### src/rtl/pie_pkg.sv
package pie_pkg;
  typedef enum logic [2:0] {
    ST_SEARCH = 3'd0,
    ST_LEAD   = 3'd1,
    ST_RXCAL  = 3'd2,
    ST_TXCAL  = 3'd3,
    ST_DATA   = 3'd4
  } dec_state_t;
endpackage

### src/rtl/pie_env_sampler.sv
module pie_env_sampler (
  input  logic clk,
  input  logic rst,
  input  logic env_i,
  output logic env_q,
  output logic fall,
  output logic rise
);
  logic prev_q;

  always_ff @(posedge clk) begin
    if (rst) begin
      env_q  <= 1'b1;
      prev_q <= 1'b1;
    end else begin
      env_q  <= env_i;
      prev_q <= env_q;
    end
  end

  assign fall = prev_q & ~env_q;
  assign rise = ~prev_q & env_q;
endmodule

### src/rtl/pie_run_counter.sv
module pie_run_counter #(
  parameter int W = 8
) (
  input  logic         clk,
  input  logic         rst,
  input  logic         clr,
  input  logic         inc,
  output logic [W-1:0] cnt,
  output logic         sat
);
  localparam logic [W-1:0] CMAX = {W{1'b1}};

  assign sat = (cnt == CMAX);

  always_ff @(posedge clk) begin
    if (rst)               cnt <= '0;
    else if (clr)          cnt <= W'(1);
    else if (inc && !sat)  cnt <= cnt + W'(1);
  end
endmodule

### src/rtl/pie_fwd_decoder.sv
module pie_fwd_decoder #(
  parameter int CNT_W  = 8,
  parameter int MIN_PW = 2
) (
  input  logic             clk,
  input  logic             rst,
  input  logic             env_i,
  input  logic             trcal_en_i,
  output logic             bit_o,
  output logic             bit_vld_o,
  output logic             frame_start_o,
  output logic             err_o,
  output logic [CNT_W-1:0] rtcal_o,
  output logic [CNT_W-1:0] trcal_o
);
  import pie_pkg::*;

  localparam logic [CNT_W-1:0] MIN_LOW = CNT_W'(MIN_PW);

  logic             env_q, fall, rise;
  logic [CNT_W-1:0] sym_len, low_len;
  logic             sym_sat, low_sat;
  logic [CNT_W-1:0] pivot_q;
  dec_state_t       state_q;

  pie_env_sampler u_smp (
    .clk(clk), .rst(rst), .env_i(env_i),
    .env_q(env_q), .fall(fall), .rise(rise)
  );

  pie_run_counter #(.W(CNT_W)) u_sym (
    .clk(clk), .rst(rst), .clr(fall), .inc(1'b1),
    .cnt(sym_len), .sat(sym_sat)
  );

  pie_run_counter #(.W(CNT_W)) u_low (
    .clk(clk), .rst(rst), .clr(fall), .inc(~env_q),
    .cnt(low_len), .sat(low_sat)
  );

  logic short_low;
  assign short_low = rise && (low_len < MIN_LOW) && !low_sat;

  always_ff @(posedge clk) begin
    if (rst) begin
      state_q       <= ST_SEARCH;
      pivot_q       <= '0;
      rtcal_o       <= '0;
      trcal_o       <= '0;
      bit_o         <= 1'b0;
      bit_vld_o     <= 1'b0;
      frame_start_o <= 1'b0;
      err_o         <= 1'b0;
    end else begin
      bit_vld_o     <= 1'b0;
      frame_start_o <= 1'b0;
      err_o         <= 1'b0;
      if (state_q == ST_SEARCH) begin
        if (fall) state_q <= ST_LEAD;
      end else if (short_low) begin
        err_o   <= 1'b1;
        state_q <= ST_SEARCH;
      end else if (sym_sat) begin
        if (state_q != ST_DATA) err_o <= 1'b1;
        state_q <= ST_SEARCH;
      end else if (fall) begin
        unique case (state_q)
          ST_LEAD:  state_q <= ST_RXCAL;
          ST_RXCAL: begin
            rtcal_o <= sym_len;
            pivot_q <= sym_len >> 1;
            if (trcal_en_i) begin
              state_q <= ST_TXCAL;
            end else begin
              state_q       <= ST_DATA;
              frame_start_o <= 1'b1;
            end
          end
          ST_TXCAL: begin
            trcal_o       <= sym_len;
            state_q       <= ST_DATA;
            frame_start_o <= 1'b1;
          end
          ST_DATA: begin
            bit_o     <= (sym_len > pivot_q);
            bit_vld_o <= 1'b1;
          end
          default: state_q <= ST_SEARCH;
        endcase
      end
    end
  end
endmodule

### config.mk
export PLATFORM = sky130hd
export DESIGN_NAME = pie_fwd_decoder
export DESIGN_NICKNAME = d
export VERILOG_FILES = /design/src/rtl/pie_pkg.sv /design/src/rtl/pie_env_sampler.sv /design/src/rtl/pie_run_counter.sv /design/src/rtl/pie_fwd_decoder.sv
export SDC_FILE = /design/constraint.sdc
export NUM_CORES = 1
export LEC_CHECK = 0
export ABC_CLOCK_PERIOD_IN_PS = 1950
export CORE_MARGIN = 2
export CORE_UTILIZATION = 35
export CTS_CLUSTER_SIZE = 25
export DETAILED_ROUTE_END_ITERATION = 12
export PLACE_DENSITY_LB_ADDON = 0.08
export SYNTH_ARGS = -nofsm -noshare
export SYNTH_HDL_FRONTEND = slang
export SYNTH_SLANG_ARGS = --single-unit
export TNS_END_PERCENT = 5
### constraint.sdc
create_clock -name clk -period 1.95 [get_ports clk]
set_clock_uncertainty 0.05 [all_clocks]
set_input_delay 0.39 -clock clk [delete_from_list [all_inputs] [get_ports clk]]
set_output_delay 0.39 -clock clk [all_outputs]
set_load 0.005 [all_outputs]
==> run metrics, run 1 <==
outcome=completed; main flop type after synthesis=dfxtp_1; GP Congestion=0.784; number of synthesized flops with an enable pin=0; CORE AREA=0.00544 mm2; Clock transition at path regs=0.08 ns; startpoint types=flip-flop; unrepaired setup endpoints after global routing=false; Max H-tree Level=2; switching share of power=23.7%; VDD IR max=0.000332 V; maximum clock rate=574 MHz; area delta synth->final=22.3%; Final ANT Viol Nets=0; initial core utilization=36.0%; final hold vios=0; final setup fails=0; Tcrit/Tclk final=89.3%; switching pwr=0.350 mW; nets=257; required time of the critical path=2.08 ns; DR iter-0 viols=47; clk sinks=41; slew margin rel.=66.4%; Min-Delay Path Class=reg2reg; multi-input logic area=0.00103 mm2; Mean Syn Cell Area=9.22 um2; Worst EP arrival=1.87 ns; Cell Area, Placed=0.00232 mm2; Inserted Diodes=0; DRC viols=0; 1st-pass router iterations=4; FFs w/ async S/R, synth=0%; Seq pwr share=58.2%; pre-CTS WS=0.156 ns; GRT Util Overall=14.8%; Setup CP Type=reg2reg; vias=1561; Die Ht=78.8 um; Clock Latency Late Sink=0.30 ns; # Max-Cap Violations=0; Synth Instances=212; vias in the first global route=1438; part of the power in the clock network=35.0%; Sequential Area=821 um2; Yosys cell types=42; Leak=0.893 nW; Int Power=1.13 mW; post-CTS setup buffer count=0; largest net degree at the start of global routing=14; Root Driver=clkbuf_8; DR vias/cell=4.96; number of port buffers=23; Routed WL=4210 um; Worst-Margin Slew=0.492 ns; Final Util=44.0%; filler cell count=554; Wirelength per Cell=13.4 um; Num CTS Buffers=5; max-slew violations=0; CTS tree=yes; die area=0.00620 mm2; Final min period=1.74 ns; GRT Residual Overflow=0; endpoint type of the worst setup path=flip-flop; setup TNS=0 ns; worst-path maximum fanout=4; initial antenna violation count=0; sequential share of the synthesized area=42.0%; Power Density=619 mW/mm2; layout cells sized above 1=11.1%; die width=78.8 um; post-synthesis cell area=0.00196 mm2; maximum buffer depth of the clock tree=2; Post-Syn Nets=225; row count=27; Boundary Pins=24; Synth warnings=0; detailed placer's ending HPWL=3160 um; global-route wire length before repair=7160 um; worst setup margin=0.209 ns; Logic pwr share=6.9%; Synth Register Bits=41; post-route cell area=0.00239 mm2
sequential cells by signal (all words and copies together), names as in the netlist:
| signal | count |
|---|---|
| u_smp.prev_q | 1 |
| frame_start_o | 1 |
| trcal_o | 8 |
| bit_o | 1 |
| u_low.cnt | 8 |
| u_sym.cnt | 8 |
| bit_vld_o | 1 |
| rtcal_o | 8 |
| state_q | 3 |
| err_o | 1 |
| u_smp.env_q | 1 |
kinds of logic after synthesis:
group	Yosys count	share of synthesized area, %
AO/OA/AOI/OAI	38	14.0
multiplexers	18	9.21
XOR/XNOR	6	2.69
adder cells (fa/ha/maj)	9	5.76
AND/OR/NAND/NOR	75	20.7
buffers and inverters	25	5.63
flip-flops	41	42.0
final cells by class:
type | instances | area share [%]
Sequential cell | 41 | 34.3
Multi-Input combinational cell | 146 | 42.9
Inverter | 14 | 2.20
Timing Repair Buffer | 36 | 13.7
Clock inverter | 1 | 0.209
Tap cell | 72 | 3.77
Clock buffer | 5 | 2.88
path summary, 6_finish.rpt:
| kind | start | cells after the start | slack (ns) | to |
|---|---|---|---|---|
| max | rtcal_o[4] | 6 | 0.21 | bit_o |
| min | trcal_o[5] | 2 | 0.45 | trcal_o[5] |
| max reg2reg | rtcal_o[4] | 6 | 0.21 | bit_o |
| min reg2reg | trcal_o[5] | 2 | 0.45 | trcal_o[5] |
what timing repair did:
| action | 4_1_cts | 5_1_grt |
|---|---|---|
| hold buffers | 0 | 0 |
| endpoints found under the setup margin | 0 | 7 |
| resized for setup | 0 | 2 |
Yosys cell counts, types with 2 or more instances:
| cell type | number | area share (%) |
|---|---|---|
| dfxtp_1 | 41 | 42 |
| nor2_1 | 31 | 6.0 |
| mux2i_1 | 18 | 9.2 |
| inv_1 | 14 | 2.7 |
| nand2_1 | 11 | 2.1 |
| a21oi_1 | 10 | 2.6 |
| ha_1 | 9 | 5.8 |
| clkbuf_1 | 8 | 1.5 |
| xnor2_1 | 6 | 2.7 |
| a31oi_1 | 5 | 1.6 |
| nor3_1 | 5 | 1.3 |
| nand3_1 | 4 | 1.0 |
| nand4b_1 | 4 | 1.8 |
| o21ai_0 | 4 | 1.0 |
| nand3b_1 | 3 | 1.2 |
| nand4_1 | 3 | 0.96 |
| o2111ai_1 | 3 | 1.3 |
| a2111oi_0 | 2 | 0.90 |
| a211o_1 | 2 | 0.90 |
| a211oi_1 | 2 | 0.77 |
| and4_1 | 2 | 0.90 |
| buf_6 | 2 | 1.2 |
| nand2b_1 | 2 | 0.64 |
| o41ai_1 | 2 | 0.90 |
| or2_2 | 2 | 0.64 |
worst max-delay path, cell delays in order, from the launching register on:
cell       delay [ns]
dfxtp_1          0.36
inv_1            0.05
ha_1             0.33
a21oi_1          0.16
a31oi_1          0.10
a2111oi_1        0.43
o41ai_1          0.14
stage by stage:
| stage | total power [mW] | hold WS, ns | std cells |
|---|---|---|---|
| floorplan | 0.943 | 0.422 | 212 |
| global placement | 0.984 | 0.423 | 309 |
| detailed placement | 0.983 | 0.432 | 309 |
| CTS | 1.51 | 0.452 | 315 |
| global route | 1.56 | 0.469 | 315 |
| finish | 1.48 | 0.447 | 315 |
metal layers:
layer / track usage [%] / vias up / share of wire (%)
met5: 0 / - / 0
met4: 5.26 / 0 / 1.4
met3: 3.52 / 7 / 2.6
met2: 23.8 / 19 / 48
met1: 19.4 / 714 / 48
li1: - / 821 / -
power by group through the flow:
stage / logic (mW) / registers, mW / clock network [mW]
global route: 0.116 / 0.863 / 0.580
CTS: 0.103 / 0.861 / 0.551
floorplan: 0.0629 / 0.880 / 0
global placement: 0.103 / 0.881 / 0
finish: 0.102 / 0.861 / 0.518
detailed placement: 0.102 / 0.880 / 0
layout by cell type (no fill, tap or decap), types with 2 or more instances in the layout:
cell type	count
dfxtp_1	41
nor2_1	31
clkdlybuf4s50_1	23
mux2i_1	18
inv_1	14
buf_4	13
nand2_1	11
a21oi_1	10
ha_1	9
xnor2_1	6
a31oi_1	5
nor3_1	5
clkbuf_8	5
nand4b_1	4
nand3_1	4
o21ai_0	4
nand3b_1	3
o2111ai_1	3
nand4_1	3
and4_1	2
nand2b_1	2
a211oi_1	2
or2_2	2
o41ai_1	2
Power figures use the tool's default switching activity.
==> run 2, diff against run 1 <==
--- a/config.mk
+++ b/config.mk
@@ -6,8 +6,8 @@
 export NUM_CORES = 1
 export LEC_CHECK = 0
 export ABC_CLOCK_PERIOD_IN_PS = 1950
-export CORE_MARGIN = 2
-export CORE_UTILIZATION = 35
+export CORE_MARGIN = 3
+export CORE_UTILIZATION = 54
 export CTS_CLUSTER_SIZE = 25
 export DETAILED_ROUTE_END_ITERATION = 12
 export PLACE_DENSITY_LB_ADDON = 0.08
==> run 2 against run 1 <==
Effect of this change:
- power grew 1.2%
- largest power group unchanged
- sequential share of layout area grew 0.45 points
- cell count is 8.9% lower
- clock-buffer cell count unchanged
- utilization up 25 points
==> run metrics, run 2 (synthesized netlist as in run 1, its figures left out) <==
outcome=completed; Min-Delay Path Class=reg2reg; global-route wire length before repair=7580 um; post-CTS setup buffer count=0; Layout Cells excl Fill=287; setup TNS=0 ns; endpoint type of the worst setup path=flip-flop; initial antenna violation count=0; startpoint types=flip-flop; initial core utilization=57.3%; hold path startpoint=trcal_o[7]; Max H-tree Level=2; Post-CTS Hold Buffers=0; Clock Latency Late Sink=0.35 ns; Worst EP arrival=2.04 ns; Num CTS Buffers=5; Wirelength per Cell=15.1 um; Seq pwr share=57.8%; CP top delay family=flip-flops; Int Power=1.15 mW; Crit path largest cell delay=0.39 ns; CORE AREA=0.00342 mm2; vias=1662; max-slew violations=0; maximum buffer depth of the clock tree=2; final hold vios=0; most frequent cells in the layout=41 x dfxtp_1, 31 x nor2_1, 23 x clkdlybuf4s50_1; Min Hold Slack=0.456 ns; Boundary Pins=24; VDD IR max=0.000352 V; Final ANT Viol Nets=0; unrepaired setup endpoints after global routing=false; Final Util=69.1%; Leak=0.887 nW; GRT Util Overall=22.3%; GRT Residual Overflow=0; worst-path maximum fanout=8; DR iter-0 viols=113; R2R setup slack=0.11 ns; final setup fails=0; 1st-pass router iterations=4; clk sinks=41; CP max stage cell=dfxtp_1; Inserted Diodes=0; worst path cell trace=ha_1, and4_2, a211oi_4, buf_12, mux2i_1, nor2_1; maximum clock rate=545 MHz; commonest non-fill, non-tap cell in the layout=dfxtp_1; DRC viols=0; Die Ht=66.2 um; Crit Reg-Reg Endpoint=rtcal_o[6]; slew margin rel.=69.9%; nets=254; Hold EP=trcal_o[7]; Power Density=634 mW/mm2; Routed WL=4330 um; GP Congestion=0.949; Root Driver=clkbuf_4; layout cells sized above 1=10.4%; vias in the first global route=1589; Tcrit/Tclk final=94.1%; part of the power in the clock network=35.9%; worst reg2reg path depth=6; Final min period=1.84 ns; switching pwr=0.346 mW; die area=0.00438 mm2; hold path depth=2; Clock transition at path regs=0.12 ns; required time of the critical path=2.15 ns; DP Cell Count=280; Worst-Margin Slew=0.441 ns; RR Startpoint=u_sym.cnt[0]; largest net degree at the start of global routing=20; # Max-Cap Violations=0; power after layout=1.50 mW; CTS tree=yes; area delta synth->final=20.7%; Logic pwr share=6.4%; row count=21; detailed placer's ending HPWL=3180 um; number of port buffers=23; die width=66.2 um; DR vias/cell=5.79; switching share of power=23.1%; Setup CP Type=reg2reg; WP buf/inv=1
==> run 2: cell count changes in the layout (fill, tap and decap cells not counted), sizes merged <==
cell and delta:
buf -3, bufinv +1
==> run 2: worst register-to-register path, cell delays in order, from the launching register on <==
cell      delay, ns
dfxtp_1        0.39
ha_1           0.27
and4_2         0.31
a211oi_4       0.27
buf_12         0.17
mux2i_1        0.21
nor2_1         0.06
==> run 2: layout make-up <==
class                      count  area [um2]
fill                         265        1050
multi-input combinational    146        1030
sequential                    41         821
timing repair buffer          33         330
tap                           46        57.6
inverter                      14        52.6
clock buffer                   5        37.5
clock inverter                 2        35.0
==> run 2: routing by layer <==
metal	up-vias	GRT usage (%)	wire (um)
li1	814	-	-
met2	51	35.7	2030
met1	785	28.4	1990
met4	0	8.38	72
met5	-	0	0
met3	12	6.12	240
==> run 2: power by group through the flow <==
| stage | Clock, mW | Combinational [mW] | Sequential, mW |
|---|---|---|---|
| global route | 0.578 | 0.105 | 0.867 |
| global placement | 0 | 0.0906 | 0.882 |
| finish | 0.537 | 0.0953 | 0.865 |
| detailed placement | 0 | 0.0946 | 0.883 |
| CTS | 0.548 | 0.0949 | 0.865 |
| floorplan | 0 | 0.0629 | 0.880 |
==> run 2: stage by stage <==
stage | cell area [um2] | setup slack, ns
floorplan | 1960 | 0.167
global placement | 2290 | 0.156
detailed placement | 2290 | 0.150
CTS | 2360 | 0.121
global route | 2360 | 0.0306
finish | 2360 | 0.115
==> run 2: timing repair <==
item | in CTS | in global routing
gates resized for setup | 0 | 2
hold endpoints to repair | 0 | 0
endpoints found under the setup margin | 0 | 2
==> run 2: how the worst max path moves through the flow <==
stage	slack (ns)	end	cells past startpoint	startpoint
floorplan	0.17	rtcal_o[7]	6	u_sym.cnt[0]
global placement	0.16	bit_o	6	rtcal_o[4]
detailed placement	0.15	trcal_o[6]	6	u_sym.cnt[0]
CTS	0.12	trcal_o[6]	6	u_sym.cnt[0]
global route	0.03	bit_o	6	rtcal_o[4]
finish	0.11	rtcal_o[6]	6	u_sym.cnt[0]
==> run 3, diff against run 2 <==
--- a/config.mk
+++ b/config.mk
@@ -10,6 +10,7 @@
 export CORE_UTILIZATION = 54
 export CTS_CLUSTER_SIZE = 25
 export DETAILED_ROUTE_END_ITERATION = 12
+export HOLD_SLACK_MARGIN = 0.12
 export PLACE_DENSITY_LB_ADDON = 0.08
 export SYNTH_ARGS = -nofsm -noshare
 export SYNTH_HDL_FRONTEND = slang
==> results of run 3 <==
The final DEF is identical to that of run 2; final timing and power are the same.
